File: src/rtl/xlat_pkg.sv
package xlat_pkg;
   localparam int PTE_VALID_BIT = 31;
   localparam int PTE_EXEC_BIT  = 30;
   localparam int PTE_WRITE_BIT = 29;
   localparam int PTE_READ_BIT  = 28;

   typedef enum logic [1:0] {
      ST_OK    = 2'b00,
      ST_PGF   = 2'b01,
      ST_PROT  = 2'b10
   } xlat_status_e;

   typedef enum logic [1:0] {
      K_READ  = 2'd0,
      K_WRITE = 2'd1,
      K_EXEC  = 2'd2,
      K_RSVD  = 2'd3
   } xlat_kind_e;

   typedef enum logic [1:0] {
      WS_IDLE,
      WS_REQ,
      WS_WAIT
   } walk_state_e;
endpackage

File: src/rtl/xlat_perm.sv
module xlat_perm (
   input  logic [2:0] perm,
   input  logic [1:0] kind,
   output logic       ok
);
   import xlat_pkg::*;

   always_comb begin
      case (xlat_kind_e'(kind))
         K_READ:  ok = perm[0];
         K_WRITE: ok = perm[1];
         K_EXEC:  ok = perm[2];
         default: ok = 1'b0;
      endcase
   end
endmodule

File: src/rtl/xlat_tlb.sv
module xlat_tlb #(
   parameter int ENTRIES = 8,
   parameter int VPN_W   = 22,
   parameter int PPN_W   = 22,
   parameter int REPL    = 0
) (
   input  logic             clk,
   input  logic             rst_n,
   input  logic             flush,
   input  logic [VPN_W-1:0] lk_vpn,
   output logic             lk_hit,
   output logic [PPN_W-1:0] lk_ppn,
   output logic [2:0]       lk_perm,
   input  logic             touch,
   input  logic             ins_en,
   input  logic [VPN_W-1:0] ins_vpn,
   input  logic [PPN_W-1:0] ins_ppn,
   input  logic [2:0]       ins_perm
);
   localparam int IW = $clog2(ENTRIES);

   logic [ENTRIES-1:0] vld_q;
   logic [VPN_W-1:0]   tag_q  [ENTRIES];
   logic [PPN_W-1:0]   ppn_q  [ENTRIES];
   logic [2:0]         perm_q [ENTRIES];
   logic [IW-1:0]      hidx;
   logic [IW-1:0]      repl_idx;
   logic [IW-1:0]      victim;
   logic               upd_en;
   logic [IW-1:0]      upd_idx;

   always_comb begin
      lk_hit = 1'b0;
      hidx   = '0;
      for (int i = 0; i < ENTRIES; i++) begin
         if (vld_q[i] && tag_q[i] == lk_vpn) begin
            lk_hit = 1'b1;
            hidx   = IW'(i);
         end
      end
   end

   assign lk_ppn  = ppn_q[hidx];
   assign lk_perm = perm_q[hidx];

   always_comb begin
      victim = repl_idx;
      for (int i = ENTRIES - 1; i >= 0; i--) begin
         if (!vld_q[i]) victim = IW'(i);
      end
   end

   assign upd_en  = !flush && ((touch && lk_hit) || ins_en);
   assign upd_idx = ins_en ? victim : hidx;

   always_ff @(posedge clk) begin
      if (!rst_n || flush) begin
         vld_q <= '0;
      end else if (ins_en) begin
         vld_q[victim] <= 1'b1;
      end
   end

   always_ff @(posedge clk) begin
      if (ins_en && !flush) begin
         tag_q[victim]  <= ins_vpn;
         ppn_q[victim]  <= ins_ppn;
         perm_q[victim] <= ins_perm;
      end
   end

   generate
      if (REPL == 0) begin : g_lru
         logic [IW-1:0] age_q [ENTRIES];
         always_ff @(posedge clk) begin
            if (!rst_n) begin
               for (int i = 0; i < ENTRIES; i++) age_q[i] <= IW'(i);
            end else if (upd_en) begin
               for (int i = 0; i < ENTRIES; i++) begin
                  if (IW'(i) == upd_idx)          age_q[i] <= '0;
                  else if (age_q[i] < age_q[upd_idx]) age_q[i] <= age_q[i] + 1'b1;
               end
            end
         end
         always_comb begin
            repl_idx = '0;
            for (int i = 0; i < ENTRIES; i++) begin
               if (age_q[i] == IW'(ENTRIES - 1)) repl_idx = IW'(i);
            end
         end
      end else begin : g_rr
         logic [IW-1:0] ptr_q;
         always_ff @(posedge clk) begin
            if (!rst_n)                           ptr_q <= '0;
            else if (upd_en && upd_idx == ptr_q)  ptr_q <= ptr_q + 1'b1;
         end
         assign repl_idx = ptr_q;
      end
   endgenerate
endmodule

File: src/rtl/xlat_unit.sv
module xlat_unit #(
   parameter int ADDR_W    = 32,
   parameter int PAGE_BITS = 10,
   parameter int ENTRIES   = 8,
   parameter int REPL      = 0
) (
   input  logic              clk,
   input  logic              rst_n,
   input  logic              cfg_we,
   input  logic [ADDR_W-1:0] cfg_base,
   input  logic              req_valid,
   output logic              req_ready,
   input  logic [ADDR_W-1:0] req_vaddr,
   input  logic [1:0]        req_kind,
   output logic              rsp_valid,
   input  logic              rsp_ready,
   output logic [ADDR_W-1:0] rsp_paddr,
   output logic [1:0]        rsp_status,
   output logic              mem_rd_valid,
   input  logic              mem_rd_ready,
   output logic [ADDR_W-1:0] mem_rd_addr,
   input  logic              mem_rsp_valid,
   input  logic [31:0]       mem_rsp_data
);
   import xlat_pkg::*;

   localparam int VPN_W = ADDR_W - PAGE_BITS;
   localparam int PPN_W = VPN_W;

   generate
      if (ADDR_W != 32)                              begin : g_err_aw  $error("ADDR_W must be 32"); end
      if (PAGE_BITS < 10 || PAGE_BITS > 20)          begin : g_err_pg  $error("PAGE_BITS out of range"); end
      if (ENTRIES < 2 || (ENTRIES & (ENTRIES - 1)) != 0) begin : g_err_en $error("ENTRIES must be a power of two"); end
      if (REPL != 0 && REPL != 1)                    begin : g_err_rp  $error("REPL must be 0 or 1"); end
   endgenerate

   walk_state_e       state_q;
   logic [ADDR_W-1:0] base_q;
   logic [ADDR_W-1:0] waddr_q;
   logic [VPN_W-1:0]  wvpn_q;
   logic [PAGE_BITS-1:0] woff_q;
   logic [1:0]        wkind_q;
   logic              stale_q;
   logic              rsp_valid_q;
   logic [ADDR_W-1:0] rsp_paddr_q;
   logic [1:0]        rsp_status_q;

   logic              accept;
   logic              lk_hit;
   logic [PPN_W-1:0]  lk_ppn;
   logic [2:0]        lk_perm;
   logic              hit_ok;
   logic              walk_ok;
   logic              walk_done;
   logic              pte_v;
   logic [2:0]        pte_perm;
   logic [PPN_W-1:0]  pte_ppn;
   logic              ins_en;
   logic              unused_pte_bits;

   assign req_ready = (state_q == WS_IDLE) && !rsp_valid_q;
   assign accept    = req_valid && req_ready;

   assign pte_v     = mem_rsp_data[PTE_VALID_BIT];
   assign pte_perm  = {mem_rsp_data[PTE_EXEC_BIT], mem_rsp_data[PTE_WRITE_BIT], mem_rsp_data[PTE_READ_BIT]};
   assign pte_ppn   = mem_rsp_data[PPN_W-1:0];
   assign unused_pte_bits = ^mem_rsp_data[27:PPN_W];

   assign walk_done = (state_q == WS_WAIT) && mem_rsp_valid;
   assign ins_en    = walk_done && pte_v && walk_ok && !stale_q && !cfg_we;

   xlat_tlb #(.ENTRIES(ENTRIES), .VPN_W(VPN_W), .PPN_W(PPN_W), .REPL(REPL)) tlb_i (
      .clk      (clk),
      .rst_n    (rst_n),
      .flush    (cfg_we),
      .lk_vpn   (req_vaddr[ADDR_W-1:PAGE_BITS]),
      .lk_hit   (lk_hit),
      .lk_ppn   (lk_ppn),
      .lk_perm  (lk_perm),
      .touch    (accept),
      .ins_en   (ins_en),
      .ins_vpn  (wvpn_q),
      .ins_ppn  (pte_ppn),
      .ins_perm (pte_perm)
   );

   xlat_perm hit_chk_i  (.perm(lk_perm),  .kind(req_kind), .ok(hit_ok));
   xlat_perm walk_chk_i (.perm(pte_perm), .kind(wkind_q),  .ok(walk_ok));

   always_ff @(posedge clk) begin
      if (!rst_n) begin
         base_q <= '0;
      end else if (cfg_we) begin
         base_q <= cfg_base;
      end
   end

   always_ff @(posedge clk) begin
      if (!rst_n) begin
         state_q      <= WS_IDLE;
         stale_q      <= 1'b0;
         rsp_valid_q  <= 1'b0;
         rsp_paddr_q  <= '0;
         rsp_status_q <= ST_OK;
         waddr_q      <= '0;
         wvpn_q       <= '0;
         woff_q       <= '0;
         wkind_q      <= '0;
      end else begin
         if (rsp_valid_q && rsp_ready) rsp_valid_q <= 1'b0;
         if (cfg_we) stale_q <= 1'b1;
         case (state_q)
            WS_IDLE: begin
               if (accept && lk_hit) begin
                  rsp_valid_q  <= 1'b1;
                  rsp_status_q <= hit_ok ? ST_OK : ST_PROT;
                  rsp_paddr_q  <= hit_ok ? {lk_ppn, req_vaddr[PAGE_BITS-1:0]} : '0;
               end else if (accept) begin
                  state_q <= WS_REQ;
                  stale_q <= cfg_we;
                  waddr_q <= base_q + ADDR_W'({req_vaddr[ADDR_W-1:PAGE_BITS], 2'b00});
                  wvpn_q  <= req_vaddr[ADDR_W-1:PAGE_BITS];
                  woff_q  <= req_vaddr[PAGE_BITS-1:0];
                  wkind_q <= req_kind;
               end
            end
            WS_REQ: begin
               if (mem_rd_ready) state_q <= WS_WAIT;
            end
            WS_WAIT: begin
               if (walk_done) begin
                  state_q     <= WS_IDLE;
                  rsp_valid_q <= 1'b1;
                  if (!pte_v) begin
                     rsp_status_q <= ST_PGF;
                     rsp_paddr_q  <= '0;
                  end else if (!walk_ok) begin
                     rsp_status_q <= ST_PROT;
                     rsp_paddr_q  <= '0;
                  end else begin
                     rsp_status_q <= ST_OK;
                     rsp_paddr_q  <= {pte_ppn, woff_q};
                  end
               end
            end
            default: state_q <= WS_IDLE;
         endcase
      end
   end

   assign rsp_valid    = rsp_valid_q;
   assign rsp_paddr    = rsp_paddr_q;
   assign rsp_status   = rsp_status_q;
   assign mem_rd_valid = (state_q == WS_REQ);
   assign mem_rd_addr  = waddr_q;
endmodule

File: config.mk
export PLATFORM = sky130hd
export DESIGN_NAME = xlat_unit
export DESIGN_NICKNAME = d
export VERILOG_FILES = /design/src/rtl/xlat_pkg.sv /design/src/rtl/xlat_perm.sv /design/src/rtl/xlat_tlb.sv /design/src/rtl/xlat_unit.sv
export SDC_FILE = /design/constraint.sdc
export NUM_CORES = 1
export LEC_CHECK = 0
export BUFFER_PORTS_ARGS = -buffer_cell sky130_fd_sc_hd__buf_2
export CORE_MARGIN = 10
export CORE_UTILIZATION = 35
export CTS_CLUSTER_DIAMETER = 100
export DETAILED_ROUTE_END_ITERATION = 12
export GPL_TIMING_DRIVEN = 0
export MAX_ROUTING_LAYER = met4
export SYNTH_ARGS = -nofsm -noshare
export SYNTH_HDL_FRONTEND = slang
export SYNTH_SLANG_ARGS = --single-unit
File: constraint.sdc
create_clock -name clk -period 9.3 [get_ports clk]
set_clock_uncertainty 0.1 [all_clocks]
set_input_delay 1.86 -clock clk [delete_from_list [all_inputs] [get_ports clk]]
set_output_delay 1.86 -clock clk [all_outputs]
set_load 0.005 [all_outputs]
; ---- Word level (Yosys, flattened, before mapping)
; Memories as Yosys holds them, arrays and structs flattened.
; Cells that the tools add are included.
[totals]
regBits = 144
latchBits = 0
ram_bits = 400
mem_bits_ro = 0
in_bits = 105
output_inout_bits = 69
word_cells = 270
memories = 4
[op_classes]
add_sub_neg = 9
multipliers = 0
div = 0
order_cmp = 10
n_eq_ne = 33
shifts = 0
mux = 151
bitwise = 18
n_reduce_logical = 34
[memory_table]
columns = name, words, word_bits, read_ports, rd_ports_with_merged_regs, write_ports, line
row1 = tlb_i.ppn_q, 8, 22, 1, 0, 1, xlat_tlb.sv:24  ; logic [PPN_W-1:0] ppn_q [ENTRIES];
row2 = tlb_i.tag_q, 8, 22, 8, 0, 1, xlat_tlb.sv:23  ; logic [VPN_W-1:0] tag_q [ENTRIES];
row3 = tlb_i.g_lru.age_q, 8, 3, 9, 0, 8, xlat_tlb.sv:74  ; logic [IW-1:0] age_q [ENTRIES];
row4 = tlb_i.perm_q, 8, 3, 1, 0, 1, xlat_tlb.sv:25  ; logic [2:0] perm_q [ENTRIES];
[op_table]
columns = op, n
row1 = $eq A22 B22 Y1, 8
row2 = $mux W32, 5
row3 = $mux W3, 33
row4 = $mux W1, 93
row5 = $pmux W32 S2, 1
row6 = $add A32 B24 Y32, 1
row7 = $mux W2, 13
row8 = $add A3 B1 Y3 const B, 8
row9 = $lt A3 B3 Y1, 8
row10 = $eq A3 B3 Y1 const B, 7
row11 = $logic_and A1 B1 Y1, 20
row12 = $or A1 B1 Y1, 16
row13 = $eq A3 B3 Y1 const A, 4
row14 = $or A8 B8 Y8, 1
row15 = $eq A2 B1 Y1 const B, 3
row16 = $eq A2 B2 Y1 const B, 3
row17 = $eq A2 B3 Y1 const A, 2
row18 = $logic_not A2 Y1, 3
row19 = $ne A2 B1 Y1 const B, 3
row20 = $pmux W1 S3, 2
row21 = $pmux W2 S3, 1
row22 = $reduce_and A3 Y1, 2
row23 = $logic_not A1 Y1, 4
row24 = $lt A3 B4 Y1 const B, 1
row25 = 11 further kinds, 13

; ---- Logic depth before layout (Yosys ltp)
; An unclocked memory read counts as a cell.
[logic_depth]
word_depth = 26
depth_mapped = 19

; ---- By module
; A second synthesis with hierarchy kept.
[unflattened]
hier_cells = 2038
hier_area_um2 = 24790.0
[modules_own_cells]
columns = module, n_inst, cells_each, area_each_um2
row1 = xlat_tlb, 1, 1289, 18470.2
row2 = xlat_unit, 1, 743, 6274.8
row3 = xlat_perm, 2, 3, 22.5

; ---- Worst setup path before layout
; No wires, ideal clock.
[synth_path]
kind = input to register
from = in req_vaddr[28]
to = mem tlb_i.g_lru.age_q[0][0] (netlist name) (enable)
setup_ns = 0.354
t_arrival_ns = 5.408
required_ns = 8.846
slack_ns = 3.438
stages = 16
n_path_buf = 2
cell_sequence = buf_4 > xnor2_2 > nand4_1 > or4_1 > or3_1 > a211oi_2 > or2_1 > buf_6 > nor2_1 > a21boi_0 > o22ai_1 > nor3_1 > nor2_1 > ha_1 > and3_1 > a211oi_1
[synth_lines]
columns = element, line
row1 = start: declaration, xlat_unit.sv:13  ; input logic [ADDR_W-1:0] req_vaddr,
row2 = end: declaration, xlat_tlb.sv:74

==> run metrics <==
r2r worst-path depth=13; # Post-CTS Setup Buffers=0; first-pass GRT wire length=112 mm; total track usage=0.186; Iteration-0 DRC Markers=1451; worst r2r src=state_q[1]$_SDFFE_PN0P_; CTS buffer count=56; Die W=284 um; Tightest Pin Transition=1.08 ns; post-synthesis sequential area ratio=0.609; Post-CTS Hold Buffers=0; synth-to-layout area growth=17.1%; Top-Level Pins=174; CP endpoint=tlb_i.g_lru.age_q[4][2]$_SDFFCE_PN1P_; Yosys reg bits=544; status=finished clean; Resized Gates After CTS=0; Clock Latency Late Sink=0.62 ns; worst path required time=9.46 ns; Synth Flop Type=edfxtp_1; CTS tree=done; clock tree buffer depth=3; Slew Limit Fails=0; YS warnings=0; Core Region=0.0689 mm2; vias in the first global route=17300; switching share of power=0.235; placed instance count=3055; Post-DP HPWL=53.0 mm; GP Congestion=0.943; largest net degree at the start of global routing=27; DRC violations left=0; combinational share of power=0.069; CP startpoint=req_vaddr[19]; nets@finish=2333; Final TNS setup=0 ns; Seq pwr share=0.508; I/O Buffers=166; Reg-to-Reg End=tlb_i.g_lru.age_q[4][2]$_SDFFCE_PN1P_; Clock power frac=0.424; final wirelength=75.4 mm; row cnt=96; Leak=0.00999 uW; die height=284 um; GR Overflow Total=0; Synth Cell Area=0.0245 mm2; Synth area leader=edfxtp_1; Async S/R FF share, synth=0; Final ANT Viol Nets=0; Psw=1250 uW; post-synth top area share=0.491; Hold Crit Start=mem_rd_addr[4]$_SDFFE_PN0P_; Hold Violations, Final=0; Min-Delay Path Class=reg -> reg; maxcap violations=0; Achievable Freq=140 MHz; Num Clock Sinks=544; Power per Cell Area=186 mW/mm2; initial antenna violation count=6; synth unique cells=84; router iterations before antenna repair=6; Die ar.=0.0809 mm2; H-tree depth=2; WL/cell=23.8 um; Relative slew margins=0.271; fin crit period=7.14 ns; number of flops mapped to enable cells by yosys=400; top cells by area, synth=edfxtp_1, dfxtp_1, mux2i_1, xnor2_1, xor2_1; syn nets=2098; Arrival @ worst endpoint=7.30 ns; fin crit share=0.768; mean number of vias per cell=5.42; via count=17100; Power Internal=4070 uW; Non-Filler Instances=3163; Avg Inst Size Synth=12.6 um2; R2R Setup Slk=3.43 ns; final setup vio count=0; Worst-path clk slew=0.06 ns; Max IR drop VDD=154 uV; Starting Density=0.355; Post-Syn Instances=1947; RSZ-0062 raised after global routing=false; CP Max Fanout=10; Worst Setup End Kind=register; startpoint type of the worst setup path=input pin; root buffer cell=clkbuf_16; CP Class=in -> reg; share of layout cells above drive strength 1=0.160
-- final cells by class --
type                       count  area [um2]
antenna                        3        7.51
timing repair buffer         177        1100
multi-input combinational   1278        9050
buffer                       101         504
clock inverter                34         265
clock buffer                  71        1580
tap                          931        1160
inverter                      24        90.1
sequential                   544       14900
fill                        6521       40300
-- cell usage in the layout (no fill, tap or decap), types with 15 or more instances in the layout --
master,synthesis,final
nor2b_1,16,16
o21a_1,15,15
mux2i_1,160,160
dfxtp_1,144,144
o21ai_0,60,60
clkbuf_1,53,60
xnor2_1,97,97
nor3_1,23,23
ha_1,45,45
a221oi_1,24,24
xor2_1,92,92
a22oi_1,36,36
nor4_1,36,36
buf_2,25,191
nand3_1,31,31
inv_1,24,24
edfxtp_1,400,400
nand2_1,153,153
nand4_1,45,45
clkbuf_16,0,60
or3_1,20,20
a21oi_1,122,122
nor2_1,116,108
-- power by group through the flow --
stage | Combinational, uW | Sequential [uW] | Clock [uW]
finish | 366 | 2700 | 2250
global route | 402 | 2700 | 2380
CTS | 365 | 2700 | 2280
detailed placement | 363 | 2750 | 0
global placement | 358 | 2750 | 0
floorplan | 219 | 2720 | 0
-- per-stage QoR --
step	setup WS (ns)	total power [uW]	utilization	cell area, um2	hold WS, ns
3_5_place_dp	1.78	3110	0.389	26800	0.348
5_1_grt	1.92	5480	0.416	28700	0.371
6_report	2.16	5320	0.416	28700	0.357
2_1_floorplan	3.44	2940	-	24500	0.331
3_3_place_gp	0.665	3110	0.384	26500	0.343
4_1_cts	2.42	5350	0.415	28600	0.359
-- state kept, by name (all words and copies together), names as in the netlist --
signal	count
base_q	32
mem_rd_addr	32
rsp_paddr	32
rsp_status	2
rsp_valid	1
stale_q	1
state_q	2
tlb_i.g_lru.age_q	24
tlb_i.perm_q	24
tlb_i.ppn_q	176
tlb_i.tag_q	176
tlb_i.vld_q	8
wkind_q	2
woff_q	10
wvpn_q	22
-- per-layer routing --
| metal | vias to the layer above | track usage | wire [um] |
|---|---|---|---|
| met1 | 8651 | 0.249 | 34200 |
| met4 | 0 | 0.0456 | 1560 |
| met2 | 623 | 0.290 | 34800 |
| met3 | 100 | 0.0310 | 4830 |
| met5 | - | - | 0 |
| li1 | 7761 | - | - |
-- critical path, cell delays in order --
cell and delay (ns):
buf_2 0.10, buf_2 0.39, xor2_1 0.17, nor4_1 0.31, nor4bb_1 0.39, nand3_1 0.59
nand4_1 0.48, clkbuf_1 0.51, nor2_1 0.15, nor2_1 0.54, nor3_1 0.13, nor2_1 0.65
ha_1 0.40, nand2_1 0.08, nor2_1 0.05, a211oi_1 0.47
-- cells by family (layout without fill, tap and decap cells) --
kind of cell               Yosys count  in the layout  share of synthesized area
muxes                              163            163                     0.0668
AOI/OAI and AO/OA                  358            358                     0.0965
DFF                                544            544                      0.609
adders and majority gates           53             53                     0.0270
and+or+nand+nor                    505            505                      0.103
buffers and inverters              125            407                     0.0243
other                                0              3                          0
xor gates and xnor gates           199            199                     0.0743
-- worst min path at each step --
| stage | to | slack, ns | cells after the start |
|---|---|---|---|
| after floorplan | mem_rd_addr[0]$_SDFFE_PN0P_ | 0.33 | 2 |
| after global placement | mem_rd_addr[1]$_SDFFE_PN0P_ | 0.34 | 2 |
| after detailed placement | mem_rd_addr[21]$_SDFFE_PN0P_ | 0.35 | 2 |
| after CTS | mem_rd_addr[1]$_SDFFE_PN0P_ | 0.36 | 2 |
| after global routing | mem_rd_addr[1]$_SDFFE_PN0P_ | 0.37 | 2 |
| final | mem_rd_addr[4]$_SDFFE_PN0P_ | 0.36 | 2 |
-- Yosys cell counts, types with 9 or more instances --
cell type	count
a211oi_1	9
a21o_1	12
a21oi_1	122
a221oi_1	24
a22oi_1	36
a31oi_1	9
and2_1	12
and3_1	12
buf_2	25
buf_6	10
clkbuf_1	53
dfxtp_1	144
edfxtp_1	400
ha_1	45
inv_1	24
mux2i_1	160
nand2_1	153
nand3_1	31
nand4_1	45
nor2_1	116
nor2b_1	16
nor3_1	23
nor4_1	36
o211ai_1	9
o21a_1	15
o21ai_0	60
or3_1	20
xnor2_1	97
xnor2_2	10
xor2_1	92
Note: power is estimated with default switching activity, not from simulation.
